===== src/rtl/nor_seq_pkg.sv =====
package nor_seq_pkg;

  typedef enum logic [1:0] {
    OP_PROG      = 2'd0,
    OP_ERASE     = 2'd1,
    OP_RESET     = 2'd2,
    OP_RESET_ALT = 2'd3
  } nor_op_e;

  typedef enum logic [3:0] {
    S_IDLE,
    S_CHK_GO,
    S_CHK_WT,
    S_CMD_GO,
    S_CMD_WT,
    S_SETTLE,
    S_POLL_GO,
    S_POLL_WT,
    S_ABT_GO,
    S_ABT_WT,
    S_FINISH
  } seq_state_e;

  localparam logic [1:0] RES_OK          = 2'd0;
  localparam logic [1:0] RES_TIMEOUT     = 2'd1;
  localparam logic [1:0] RES_NOT_ERASED  = 2'd2;

  localparam logic [7:0] CMD_UNLK_A      = 8'hAA;
  localparam logic [7:0] CMD_UNLK_B      = 8'h55;
  localparam logic [7:0] CMD_PROG        = 8'hA0;
  localparam logic [7:0] CMD_ERASE_SETUP = 8'h80;
  localparam logic [7:0] CMD_SECTOR      = 8'h30;
  localparam logic [7:0] CMD_READ_ARRAY  = 8'hF0;

endpackage


===== src/rtl/nor_cmd_rom.sv =====
module nor_cmd_rom
  import nor_seq_pkg::*;
#(
  parameter int ADDR_W     = 24,
  parameter int LANES      = 1,
  parameter bit ALT_UNLOCK = 1'b0
) (
  input  nor_op_e                 op,
  input  logic [2:0]              step,
  input  logic [ADDR_W-1:0]       base,
  input  logic [ADDR_W-1:0]       target,
  input  logic [16*LANES-1:0]     wdata,
  output logic [ADDR_W-1:0]       cmd_addr,
  output logic [16*LANES-1:0]     cmd_data,
  output logic                    cmd_last
);

  localparam int DATA_W = 16 * LANES;
  localparam logic [ADDR_W-1:0] OFS_FIRST  = ALT_UNLOCK ? ADDR_W'(12'h554) : ADDR_W'(12'h555);
  localparam logic [ADDR_W-1:0] OFS_SECOND = ALT_UNLOCK ? ADDR_W'(12'h2AB) : ADDR_W'(12'h2AA);

  function automatic logic [DATA_W-1:0] lane_rep(input logic [7:0] c);
    logic [DATA_W-1:0] v;
    v = '0;
    for (int i = 0; i < LANES; i++) begin
      v[16*i +: 8] = c;
    end
    return v;
  endfunction

  logic [ADDR_W-1:0] a_first;
  logic [ADDR_W-1:0] a_second;

  assign a_first  = base + OFS_FIRST;
  assign a_second = base + OFS_SECOND;

  always_comb begin
    cmd_addr = base;
    cmd_data = lane_rep(CMD_READ_ARRAY);
    cmd_last = 1'b0;
    unique case (op)
      OP_PROG: begin
        unique case (step)
          3'd0: begin cmd_addr = a_first;  cmd_data = lane_rep(CMD_UNLK_A); end
          3'd1: begin cmd_addr = a_second; cmd_data = lane_rep(CMD_UNLK_B); end
          3'd2: begin cmd_addr = a_first;  cmd_data = lane_rep(CMD_PROG);   end
          default: begin
            cmd_addr = target;
            cmd_data = wdata;
            cmd_last = 1'b1;
          end
        endcase
      end
      OP_ERASE: begin
        unique case (step)
          3'd0: begin cmd_addr = a_first;  cmd_data = lane_rep(CMD_UNLK_A);      end
          3'd1: begin cmd_addr = a_second; cmd_data = lane_rep(CMD_UNLK_B);      end
          3'd2: begin cmd_addr = a_first;  cmd_data = lane_rep(CMD_ERASE_SETUP); end
          3'd3: begin cmd_addr = a_first;  cmd_data = lane_rep(CMD_UNLK_A);      end
          3'd4: begin cmd_addr = a_second; cmd_data = lane_rep(CMD_UNLK_B);      end
          default: begin
            cmd_addr = target;
            cmd_data = lane_rep(CMD_SECTOR);
            cmd_last = 1'b1;
          end
        endcase
      end
      default: begin
        cmd_addr = base;
        cmd_data = lane_rep(CMD_READ_ARRAY);
        cmd_last = 1'b1;
      end
    endcase
  end

endmodule


===== src/rtl/nor_bus_cycle.sv =====
module nor_bus_cycle #(
  parameter int ADDR_W   = 24,
  parameter int DATA_W   = 16,
  parameter int BUS_WAIT = 2
) (
  input  logic              clk,
  input  logic              rst_n,
  input  logic              go,
  input  logic              go_wr,
  input  logic [ADDR_W-1:0] go_addr,
  input  logic [DATA_W-1:0] go_data,
  output logic [ADDR_W-1:0] fl_addr,
  output logic [DATA_W-1:0] fl_wdata,
  output logic              fl_rd,
  output logic              fl_wr,
  output logic              cyc_last
);

  localparam int CW = (BUS_WAIT > 0) ? $clog2(BUS_WAIT + 1) : 1;
  localparam logic [CW-1:0] CNT_END = CW'(BUS_WAIT);

  logic              active_q, active_d;
  logic [CW-1:0]     cnt_q, cnt_d;
  logic              wr_q;
  logic [ADDR_W-1:0] addr_q;
  logic [DATA_W-1:0] data_q;
  logic              load_en;

  assign load_en  = go;
  assign cyc_last = active_q && (cnt_q == CNT_END);

  always_comb begin
    active_d = active_q;
    cnt_d    = cnt_q;
    if (go) begin
      active_d = 1'b1;
      cnt_d    = '0;
    end else if (active_q) begin
      if (cnt_q == CNT_END) begin
        active_d = 1'b0;
      end else begin
        cnt_d = cnt_q + 1'b1;
      end
    end
  end

  always_ff @(posedge clk or negedge rst_n) begin
    if (!rst_n) begin
      active_q <= 1'b0;
      cnt_q    <= '0;
    end else begin
      active_q <= active_d;
      cnt_q    <= cnt_d;
    end
  end

  always_ff @(posedge clk or negedge rst_n) begin
    if (!rst_n) begin
      wr_q   <= 1'b0;
      addr_q <= '0;
      data_q <= '0;
    end else if (load_en) begin
      wr_q   <= go_wr;
      addr_q <= go_addr;
      data_q <= go_data;
    end
  end

  assign fl_addr  = addr_q;
  assign fl_wdata = data_q;
  assign fl_wr    = active_q && wr_q;
  assign fl_rd    = active_q && !wr_q;

endmodule


===== src/rtl/nor_poll_timer.sv =====
module nor_poll_timer #(
  parameter int TW = 16
) (
  input  logic          clk,
  input  logic          rst_n,
  input  logic          clr,
  input  logic [TW-1:0] limit,
  output logic          expired
);

  logic [TW-1:0] cnt_q, cnt_d;

  assign expired = (cnt_q >= limit);

  always_comb begin
    cnt_d = cnt_q;
    if (clr) begin
      cnt_d = '0;
    end else if (!expired) begin
      cnt_d = cnt_q + 1'b1;
    end
  end

  always_ff @(posedge clk or negedge rst_n) begin
    if (!rst_n) begin
      cnt_q <= '0;
    end else begin
      cnt_q <= cnt_d;
    end
  end

endmodule


===== src/rtl/nor_cmd_seq.sv =====
module nor_cmd_seq
  import nor_seq_pkg::*;
#(
  parameter int ADDR_W       = 24,
  parameter int LANES        = 1,
  parameter int BUS_WAIT     = 2,
  parameter bit ALT_UNLOCK   = 1'b0,
  parameter int PROG_TMO     = 2000,
  parameter int ERASE_TMO    = 1000000,
  parameter int ERASE_SETTLE = 500
) (
  input  logic                  clk,
  input  logic                  rst_n,
  input  logic                  start,
  input  logic [1:0]            op,
  input  logic [ADDR_W-1:0]     bank_base,
  input  logic [ADDR_W-1:0]     target_addr,
  input  logic [16*LANES-1:0]   wr_data,
  output logic                  busy,
  output logic                  done,
  output logic [1:0]            result,
  output logic [ADDR_W-1:0]     fl_addr,
  output logic [16*LANES-1:0]   fl_wdata,
  input  logic [16*LANES-1:0]   fl_rdata,
  output logic                  fl_rd,
  output logic                  fl_wr,
  output logic                  fl_wgate
);

  localparam int DATA_W = 16 * LANES;
  localparam int TMAX_A = (PROG_TMO > ERASE_TMO) ? PROG_TMO : ERASE_TMO;
  localparam int TMAX   = (TMAX_A > ERASE_SETTLE) ? TMAX_A : ERASE_SETTLE;
  localparam int TW     = $clog2(TMAX + 1) + 1;

  function automatic logic [DATA_W-1:0] poll_mask_f();
    logic [DATA_W-1:0] m;
    m = '0;
    for (int i = 0; i < LANES; i++) begin
      m[16*i + 7] = 1'b1;
    end
    return m;
  endfunction

  function automatic logic [DATA_W-1:0] lane_rep(input logic [7:0] c);
    logic [DATA_W-1:0] v;
    v = '0;
    for (int i = 0; i < LANES; i++) begin
      v[16*i +: 8] = c;
    end
    return v;
  endfunction

  localparam logic [DATA_W-1:0] POLL_MASK = poll_mask_f();

  seq_state_e        state_q, state_d;
  nor_op_e           op_q;
  logic [ADDR_W-1:0] base_q, tgt_q;
  logic [DATA_W-1:0] data_q;
  logic [2:0]        step_q, step_d;
  logic [1:0]        res_q, res_d;
  logic              cap_en;

  logic [ADDR_W-1:0] rom_addr;
  logic [DATA_W-1:0] rom_data;
  logic              rom_last;

  logic              bus_go, bus_wr, bus_last;
  logic [ADDR_W-1:0] bus_addr;
  logic [DATA_W-1:0] bus_data;

  logic              tmr_clr, tmr_exp;
  logic [TW-1:0]     tmr_limit;

  logic              erased_ok, prog_poll_ok, erase_poll_ok, poll_ok;

  nor_cmd_rom #(
    .ADDR_W    (ADDR_W),
    .LANES     (LANES),
    .ALT_UNLOCK(ALT_UNLOCK)
  ) u_rom (
    .op      (op_q),
    .step    (step_q),
    .base    (base_q),
    .target  (tgt_q),
    .wdata   (data_q),
    .cmd_addr(rom_addr),
    .cmd_data(rom_data),
    .cmd_last(rom_last)
  );

  nor_bus_cycle #(
    .ADDR_W  (ADDR_W),
    .DATA_W  (DATA_W),
    .BUS_WAIT(BUS_WAIT)
  ) u_bus (
    .clk     (clk),
    .rst_n   (rst_n),
    .go      (bus_go),
    .go_wr   (bus_wr),
    .go_addr (bus_addr),
    .go_data (bus_data),
    .fl_addr (fl_addr),
    .fl_wdata(fl_wdata),
    .fl_rd   (fl_rd),
    .fl_wr   (fl_wr),
    .cyc_last(bus_last)
  );

  nor_poll_timer #(
    .TW(TW)
  ) u_tmr (
    .clk    (clk),
    .rst_n  (rst_n),
    .clr    (tmr_clr),
    .limit  (tmr_limit),
    .expired(tmr_exp)
  );

  // status decode on the data returned in the last clock of a read cycle
  assign erased_ok     = ((fl_rdata & data_q) == data_q);
  assign prog_poll_ok  = (((fl_rdata ^ data_q) & POLL_MASK) == '0);
  assign erase_poll_ok = ((fl_rdata & POLL_MASK) == POLL_MASK);
  assign poll_ok       = (op_q == OP_ERASE) ? erase_poll_ok : prog_poll_ok;

  assign tmr_limit = (state_q == S_SETTLE) ? TW'(ERASE_SETTLE) :
                     (op_q == OP_ERASE)    ? TW'(ERASE_TMO)    : TW'(PROG_TMO);

  // counter restarts on entry to the settle wait and on entry to polling
  assign tmr_clr = (state_d != state_q) &&
                   ((state_d == S_SETTLE) ||
                    ((state_d == S_POLL_GO) && (state_q != S_POLL_WT)));

  always_comb begin
    bus_go   = 1'b0;
    bus_wr   = 1'b0;
    bus_addr = tgt_q;
    bus_data = data_q;
    unique case (state_q)
      S_CHK_GO, S_POLL_GO: begin
        bus_go = 1'b1;
      end
      S_CMD_GO: begin
        bus_go   = 1'b1;
        bus_wr   = 1'b1;
        bus_addr = rom_addr;
        bus_data = rom_data;
      end
      S_ABT_GO: begin
        bus_go   = 1'b1;
        bus_wr   = 1'b1;
        bus_addr = (op_q == OP_ERASE) ? base_q : tgt_q;
        bus_data = lane_rep(CMD_READ_ARRAY);
      end
      default: ;
    endcase
  end

  always_comb begin
    state_d = state_q;
    step_d  = step_q;
    res_d   = res_q;
    unique case (state_q)
      S_IDLE: begin
        if (start) begin
          step_d  = '0;
          state_d = (nor_op_e'(op) == OP_PROG) ? S_CHK_GO : S_CMD_GO;
        end
      end
      S_CHK_GO: state_d = S_CHK_WT;
      S_CHK_WT: begin
        if (bus_last) begin
          if (erased_ok) begin
            state_d = S_CMD_GO;
          end else begin
            res_d   = RES_NOT_ERASED;
            state_d = S_FINISH;
          end
        end
      end
      S_CMD_GO: state_d = S_CMD_WT;
      S_CMD_WT: begin
        if (bus_last) begin
          if (!rom_last) begin
            step_d  = step_q + 1'b1;
            state_d = S_CMD_GO;
          end else if (op_q == OP_PROG) begin
            state_d = S_POLL_GO;
          end else if (op_q == OP_ERASE) begin
            state_d = S_SETTLE;
          end else begin
            res_d   = RES_OK;
            state_d = S_FINISH;
          end
        end
      end
      S_SETTLE: begin
        if (tmr_exp) state_d = S_POLL_GO;
      end
      S_POLL_GO: state_d = S_POLL_WT;
      S_POLL_WT: begin
        if (bus_last) begin
          if (poll_ok) begin
            res_d   = RES_OK;
            state_d = S_FINISH;
          end else if (tmr_exp) begin
            state_d = S_ABT_GO;
          end else begin
            state_d = S_POLL_GO;
          end
        end
      end
      S_ABT_GO: state_d = S_ABT_WT;
      S_ABT_WT: begin
        if (bus_last) begin
          res_d   = RES_TIMEOUT;
          state_d = S_FINISH;
        end
      end
      S_FINISH: state_d = S_IDLE;
      default:  state_d = S_IDLE;
    endcase
  end

  assign cap_en = (state_q == S_IDLE) && start;

  always_ff @(posedge clk or negedge rst_n) begin
    if (!rst_n) begin
      state_q <= S_IDLE;
      step_q  <= '0;
      res_q   <= RES_OK;
    end else begin
      state_q <= state_d;
      step_q  <= step_d;
      res_q   <= res_d;
    end
  end

  always_ff @(posedge clk or negedge rst_n) begin
    if (!rst_n) begin
      op_q   <= OP_RESET;
      base_q <= '0;
      tgt_q  <= '0;
      data_q <= '0;
    end else if (cap_en) begin
      op_q   <= nor_op_e'(op);
      base_q <= bank_base;
      tgt_q  <= target_addr;
      data_q <= wr_data;
    end
  end

  assign busy   = (state_q != S_IDLE);
  assign done   = (state_q == S_FINISH);
  assign result = res_q;

  always_comb begin
    unique case (state_q)
      S_CMD_GO, S_CMD_WT, S_SETTLE, S_POLL_GO, S_POLL_WT,
      S_ABT_GO, S_ABT_WT: fl_wgate = 1'b1;
      default:            fl_wgate = 1'b0;
    endcase
  end

endmodule


===== config.mk =====
export PLATFORM = sky130hd
export DESIGN_NAME = nor_cmd_seq
export DESIGN_NICKNAME = d
export VERILOG_FILES = /design/src/rtl/nor_seq_pkg.sv /design/src/rtl/nor_cmd_rom.sv /design/src/rtl/nor_bus_cycle.sv /design/src/rtl/nor_poll_timer.sv /design/src/rtl/nor_cmd_seq.sv
export SDC_FILE = /design/constraint.sdc
export NUM_CORES = 1
export LEC_CHECK = 0
export ABC_CLOCK_PERIOD_IN_PS = 6610
export BUFFER_PORTS_ARGS = -buffer_cell sky130_fd_sc_hd__buf_4
export CORE_UTILIZATION = 55
export CTS_BUF_LIST = sky130_fd_sc_hd__clkbuf_8
export DETAILED_ROUTE_END_ITERATION = 6
export GPL_TIMING_DRIVEN = 0
export PLACE_DENSITY_LB_ADDON = 0.1
export REMOVE_ABC_BUFFERS = 1
export SYNTH_ARGS = -nofsm -noshare
export SYNTH_HDL_FRONTEND = slang
export SYNTH_SLANG_ARGS = --single-unit

===== constraint.sdc =====
create_clock -name clk -period 6.61 [get_ports clk]
set_clock_uncertainty 0.2 [all_clocks]
set_input_delay 0.9915 -clock clk [delete_from_list [all_inputs] [get_ports clk]]
set_output_delay 0.9915 -clock clk [all_outputs]
set_load 0.02 [all_outputs]

==> results of run 1 <==
[cell families after synthesis]
kind of cell | after synthesis
buffers and inverters | 111
AOI/OAI and AO/OA | 339
DFF | 140
adders and majority gates | 19
and+or+nand+nor | 314
muxes | 73
xor gates and xnor gates | 43
[synthesized netlist by cell type (10+ instances only)]
master and number:
xnor2_1 23, inv_1 29, a211oi_1 10, o22ai_1 14, nand2_1 94, buf_1 12
clkbuf_1 58, a22oi_1 12, nand3_1 39, nor3_1 22, a31oi_1 16, xor2_1 20
a21oi_1 102, nor2b_1 15, dfrtp_1 139, o21ai_0 66, ha_1 19, or3_1 12
nor2_1 63, and3_1 12, mux2_2 68, o21a_1 10, nand4_1 16
[report_power, final]
group	switching (mW)	total (mW)	internal, mW	leakage (nW)
Clock	0.358	0.768	0.410	0.212
Sequential	0.581	1.82	1.24	1.72
Combinational	1.82	3.10	1.28	2.57
Total	2.76	5.70	2.94	4.50
[state kept, by name, indices dropped and copies added, names as in the netlist]
name,cells
u_tmr.cnt_q,21
u_bus.fl_wdata,16
tgt_q,24
result,2
u_bus.wr_q,1
u_bus.cnt_q,2
state_q,4
u_bus.active_q,1
data_q,16
u_bus.fl_addr,24
op_q,2
step_q,3
base_q,24
[worst register-to-register path: stages (launching register included)]
cell      delay (ps)
dfrtp_1          870
nor2b_1         1030
nand2_1          350
ha_1             400
a21o_1           180
a211oi_1         250
o21a_1           240
o21a_1           480
nand3_1          220
o31ai_4          280
a21oi_1          180
[area by class of cell]
type / instances / area, µm² / share of cell area (%)
clock buffer: 17 / 234 / 2.19
timing repair buffer: 137 / 1100 / 10.2
tap: 216 / 270 / 2.52
clock inverter: 15 / 198 / 1.85
sequential: 140 / 3500 / 32.7
inverter: 30 / 113 / 1.05
multi-input combinational: 788 / 5290 / 49.4
[layer usage]
metal | share of wire (%) | vias up
li1 | - | 3994
met1 | 45 | 4180
met2 | 44 | 441
met3 | 9.0 | 50
met4 | 2.0 | 0
met5 | 0 | -
[through the flow]
| stage | util [%] | hold WS (ps) | cell area [µm²] | instances | total power, mW |
|---|---|---|---|---|---|
| 3_5_place_dp | 63.8 | 272 | 10300 | 1310 | 4.83 |
| 3_3_place_gp | 62.9 | 264 | 10100 | 1305 | 4.72 |
| 6_report | 66.7 | 248 | 10700 | 1343 | 5.70 |
| 2_1_floorplan | - | 262 | 8850 | 958 | 3.77 |
| 4_1_cts | 66.5 | 255 | 10700 | 1342 | 5.61 |
| 5_1_grt | 66.7 | 275 | 10700 | 1343 | 6.07 |
[layout by cell type, fill, tap and decap left out, types with 5 or more instances in the layout]
| cell | count |
|---|---|
| inv_1 | 29 |
| o21ai_0 | 66 |
| a22oi_1 | 12 |
| nand4_1 | 16 |
| and3_1 | 12 |
| or3_1 | 12 |
| nand2b_1 | 9 |
| xnor2_1 | 23 |
| nor2b_1 | 15 |
| a221o_1 | 5 |
| o221ai_1 | 8 |
| mux2_2 | 68 |
| xor2_1 | 20 |
| o211ai_1 | 9 |
| nor3_1 | 22 |
| a21oi_1 | 102 |
| a221oi_1 | 5 |
| nand3_1 | 38 |
| o21a_1 | 10 |
| ha_1 | 19 |
| a21o_1 | 7 |
| clkbuf_8 | 17 |
| nand2_1 | 94 |
| or2_2 | 5 |
| nor2_1 | 61 |
| a2111oi_0 | 6 |
| o21bai_1 | 5 |
| a31oi_1 | 16 |
| o31ai_1 | 6 |
| o22ai_1 | 14 |
| nor4_1 | 7 |
| dfrtp_1 | 139 |
| buf_4 | 130 |
| a22o_1 | 9 |
| a211oi_1 | 10 |
[path summary, 6_finish.rpt]
check                                               from                       endpoint  slack (ps)  depth (start not counted)
max                                  op_q[0]$_DFFE_PN0P_    u_tmr.cnt_q[15]$_DFFE_PN0P_        1770                         10
max reg2reg                          op_q[0]$_DFFE_PN0P_    u_tmr.cnt_q[15]$_DFFE_PN0P_        1770                         10
min reg2reg                u_bus.fl_wdata[3]$_DFFE_PN0P_  u_bus.fl_wdata[3]$_DFFE_PN0P_         290                          2
min                                                rst_n           tgt_q[6]$_DFFE_PN0P_         250                          1
max in group asynchronous                          rst_n            op_q[1]$_DFFE_PN1P_        5150                          2
min in group clk           u_bus.fl_wdata[3]$_DFFE_PN0P_  u_bus.fl_wdata[3]$_DFFE_PN0P_         290                          2
==> results_dict.tcl, run 1 <==
set metrics [dict create \
    slowest_stage "nor2b_1" \
    syn_inst 1039 \
    synth_top_family_by_area "compound AO/OA/AOI/OAI gates" \
    layout-drive-gt1-share_pct 23.3 \
    fp.dieW_um 131 \
    cts_buffer_depth 2 \
    cp_num_buf_inv 0 \
    viasPerCell 6.45 \
    synthSimpleGateAreaFrac_pct 16.8 \
    cts.repair.resized 0 \
    critPathKind "reg -> reg" \
    worst_pin_slew_ps 1290 \
    synth_edf_count 0 \
    ys_types 82 \
    powerDensity_mw_per_mm2 532 \
    ir_drop_v 0.000273 \
    area_delta_synth_final_pct 16.7 \
    use_met2_pct 45.4 \
    setup-violations-final 0 \
    postRouteAntennaNets 0 \
    io_buffers 131 \
    diodes 0 \
    ys.flop_type "dfrtp_1" \
    numClockSinks 140 \
    fill_cells 1400 \
    crit_path_frequent_cell "o21a_1" \
    status "completed" \
    grt_pass1_wl_mm 42.4 \
    initial_core_util_pct 57.1 \
    path_delay_family "compound AO/OA/AOI/OAI gates" \
    max_stage_delay_ps 1020 \
    insertion_delay_ps 470 \
    dieArea_mm2 0.0172 \
    fp.dieH_um 131 \
    drv_slew 0 \
    critical_path.max_fanout 22 \
    synth_area_leaders "dfrtp_1, mux2_2, a21oi_1" \
    gr-usage-met1_pct 44.9 \
    setup_slack_ps 1770 \
    ys_seq_elements 140 \
    post-route-min-period_ps 4840 \
    ctsHtreeMaxLevel 4 \
    yosys.area_share.adder_pct 2.59 \
    fmaxAchievable_mhz 206 \
    synth.top_cell.area_share_pct 37.9 \
    drt-initial-drc-count 1061 \
    globalRouteOverflowTotal 0 \
    synthXorXnorAreaFrac_pct 4.11 \
    async_flop_share_pct 100 \
    cts_tree "yes" \
    core-area_mm2 0.0161 \
    finalCritPeriodShare_pct 73.3 \
    worst_setup_path_end_kind "register" \
    slew_headroom_pct 13.6 \
    vias 8665 \
    hpwl_mm 17.3 \
    synthesis.area_mm2 0.00917 \
    rsz0062_at_grt "false" \
    wire_per_inst_um 19.3 \
    num_rows 46 \
    synth_warnings 0 \
    grt_max_degree 93 \
    antenna_found_initial 0 \
    worstPathRequired_ps 6720 \
    clk_pin_slew_ps 80 \
    setup.worst_path.start_class "register" \
    root_buffer "clkbuf_8" \
    num_io_pins 132 \
    routed_wl_mm 26.0 \
    maxCapViolations 0 \
    preCtsSetupSlack_ps 1500 \
    numCtsBuffers 17 \
    post-cts-setup-buffers 0 \
    synth.area.mux_share_pct 8.91 \
    timing_hold_violations_final 0 \
    top_usage_layer "met2" \
    gr-usage-met3_pct 5.75 \
    leakagePower_nw 4.50 \
    hold_path.class "in -> async" \
    place.gp.congestion 0.940 \
    post-route-drc-count 0 \
    final.setup.tns_ps 0 \
    path_cells "nor2b_1, nand2_1, ha_1, a21o_1, a211oi_1, o21a_1, o21a_1, nand3_1, o31ai_4, a21oi_1" \
    synth.avg_cell_area_um2 8.83 \
    yosysSeqAreaShare_pct 38.2 \
    first_pass_iters 5 \
    synth_compound_area_share_pct 24.6 \
    synth_largest_area_cell "dfrtp_1" \
    grt_pass1_vias 8068 \
    track_usage_pct 30.8 \
    nNetsFinal 1218 \
    arrival_ps 4950 \
    cts_hold_buffers 0 \
]
No activity file was read; power rests on OpenSTA's default activity.
==> run 2: changes to the inputs <==
--- a/config.mk
+++ b/config.mk
@@ -5,9 +5,9 @@
 export SDC_FILE = /design/constraint.sdc
 export NUM_CORES = 1
 export LEC_CHECK = 0
-export ABC_CLOCK_PERIOD_IN_PS = 6610
+export ABC_CLOCK_PERIOD_IN_PS = 4170
 export BUFFER_PORTS_ARGS = -buffer_cell sky130_fd_sc_hd__buf_4
-export CORE_UTILIZATION = 55
+export CORE_UTILIZATION = 54
 export CTS_BUF_LIST = sky130_fd_sc_hd__clkbuf_8
 export DETAILED_ROUTE_END_ITERATION = 6
 export GPL_TIMING_DRIVEN = 0
==> constraint.sdc (replaced) <==
create_clock -name clk -period 4.17 [get_ports clk]
set_clock_uncertainty 0.2 [all_clocks]
set_input_delay 0.6255 -clock clk [delete_from_list [all_inputs] [get_ports clk]]
set_output_delay 0.6255 -clock clk [all_outputs]
set_load 0.02 [all_outputs]
==> results_dict.tcl, run 2 (same netlist as run 1, synthesis figures left out) <==
set metrics [dict create \
    wl_met3_mm 2.33 \
    antenna_found_initial 0 \
    dpl_cell_area_mm2 0.0103 \
    crit_path_start "step_q[0]$_DFFE_PN0P_" \
    drt-initial-drc-count 940 \
    r2r_end "u_bus.fl_addr[14]$_DFFE_PN0P_" \
    layout_commonest_cell "dfrtp_1" \
    layout-drive-gt1-share_pct 23.6 \
    post-route-drc-count 0 \
    hold_start "target_addr[9]" \
    worst_setup_path_end_kind "register" \
    vias 8608 \
    timing_hold_violations_final 0 \
    critPathKind "reg -> reg" \
    wire_per_inst_um 19.3 \
    rsz0062_at_grt "false" \
    clk_pin_slew_ps 90 \
    leakagePower_nw 4.51 \
    dr_wl_met2_mm 11.4 \
    grt_max_degree 94 \
    min_to "tgt_q[9]$_DFFE_PN0P_" \
    slowest_stage "o21bai_1" \
    finalInstanceArea_mm2 0.0107 \
    final.setup.tns_ps 0 \
    post-cts-setup-buffers 0 \
    setup-violations-final 0 \
    worstPathRequired_ps 4310 \
    fmaxAchievable_mhz 250 \
    status "completed" \
    nNetsFinal 1219 \
    dieArea_mm2 0.0175 \
    maxCapViolations 0 \
    slew_headroom_pct 5.01 \
    dpl.cell_count 1314 \
    ir_drop_v 0.000372 \
    powerDensity_mw_per_mm2 839 \
    critical_path.max_fanout 16 \
    drv_slew 0 \
    numCtsBuffers 17 \
    first_pass_iters 6 \
    arrival_ps 4140 \
    hold_path_depth 2 \
    reg2regPathDepth 8 \
    topRoutingLayerUsed "met4" \
    worstReg2RegStart "step_q[0]$_DFFE_PN0P_" \
    cts_tree "yes" \
    diodes 0 \
    ctsHtreeMaxLevel 4 \
    postRouteAntennaNets 0 \
    track_usage_pct 29.8 \
    area_delta_synth_final_pct 17.1 \
    post-route-min-period_ps 4000 \
    layout_common_cells "dfrtp_1, buf_4, a21oi_1, nand2_1, mux2_2" \
    setup.worst_path.start_class "register" \
    viasPerCell 6.39 \
    fp.dieW_um 132 \
    wl_met1_mm 11.8 \
    fp.dieH_um 132 \
    rrSetupSlack_ps 170 \
    fin_util_pct 64.8 \
    root_buffer "clkbuf_8" \
    initial_core_util_pct 55.3 \
    finalCritPeriodShare_pct 95.9 \
    path_cells "inv_1, ha_1, o21bai_1, and3_1, a21oi_1, a2111oi_0, a31oi_1, a221o_1" \
    core-area_mm2 0.0166 \
    io_buffers 131 \
    hold_path.class "in -> reg" \
    place.gp.congestion 0.903 \
    numClockSinks 140 \
    insertion_delay_ps 460 \
    hpwl_mm 17.3 \
    num_rows 47 \
    routed_wl_mm 26.0 \
    num_io_pins 132 \
    globalRouteOverflowTotal 0 \
    grt_pass1_vias 8046 \
    cts_buffer_depth 2 \
    stdcell_count 1348 \
    worst_pin_slew_ps 1420 \
    max_stage_delay_ps 1080 \
    grt_pass1_wl_mm 41.6 \
]
==> run 2: critical path: cells and delay by family (launching register included) <==
family / cells / cell delay, ps
compound gates: 5 / 2110
fa+ha+maj: 1 / 270
simple gates: 1 / 730
buf+inv: 1 / 110
flops: 1 / 450
==> run 2: metal layers <==
metal	vias up	track usage, %
li1	3995	-
met1	4151	43.0
met2	415	44.9
met3	47	6.11
met4	0	9.32
met5	-	0
==> run 2: worst max path at each step <==
stage | cells after the start | slack [ps] | endpoint
finish | 8 | 170 | u_bus.fl_addr[14]$_DFFE_PN0P_
floorplan | 7 | -120 | u_tmr.cnt_q[0]$_DFFE_PN0P_
global placement | 7 | -1870 | u_tmr.cnt_q[15]$_DFFE_PN0P_
CTS | 10 | 30 | u_tmr.cnt_q[8]$_DFFE_PN0P_
detailed placement | 10 | -920 | u_tmr.cnt_q[16]$_DFFE_PN0P_
global route | 8 | 2 | u_bus.fl_addr[14]$_DFFE_PN0P_
==> run 2: repair_timing <==
item | CTS | global route
hold endpoints to repair | 47 | 0
resized for setup | 5 | 5
cloned | 0 | 1
hold buffers | 1 | 0
endpoints found under the setup margin | 23 | 24
pin swaps | 0 | 1
==> run 2: final cells by class <==
cell class | instances | area (µm²)
clock buffers | 17 | 234
clock inverters | 15 | 173
flip-flops and latches | 140 | 3510
well taps | 220 | 275
fillers | 1427 | 5840
multi-input cells | 789 | 5340
inverters | 30 | 113
repair buffers | 137 | 1090
==> run 2: stage by stage <==
stage	hold WS [ps]	total power [mW]	worst slack [ps]
2_1_floorplan	130	5.97	-119
3_3_place_gp	263	7.48	-1870
3_5_place_dp	271	7.62	-921
4_1_cts	168	8.85	25.7
5_1_grt	169	9.62	1.53
6_report	188	9.01	173
==> run 2: report_power, final <==
part           internal [mW]  switching, mW
sequential              1.97          0.925
clock                  0.590          0.569
combinational           2.06           2.89
total                   4.63           4.38
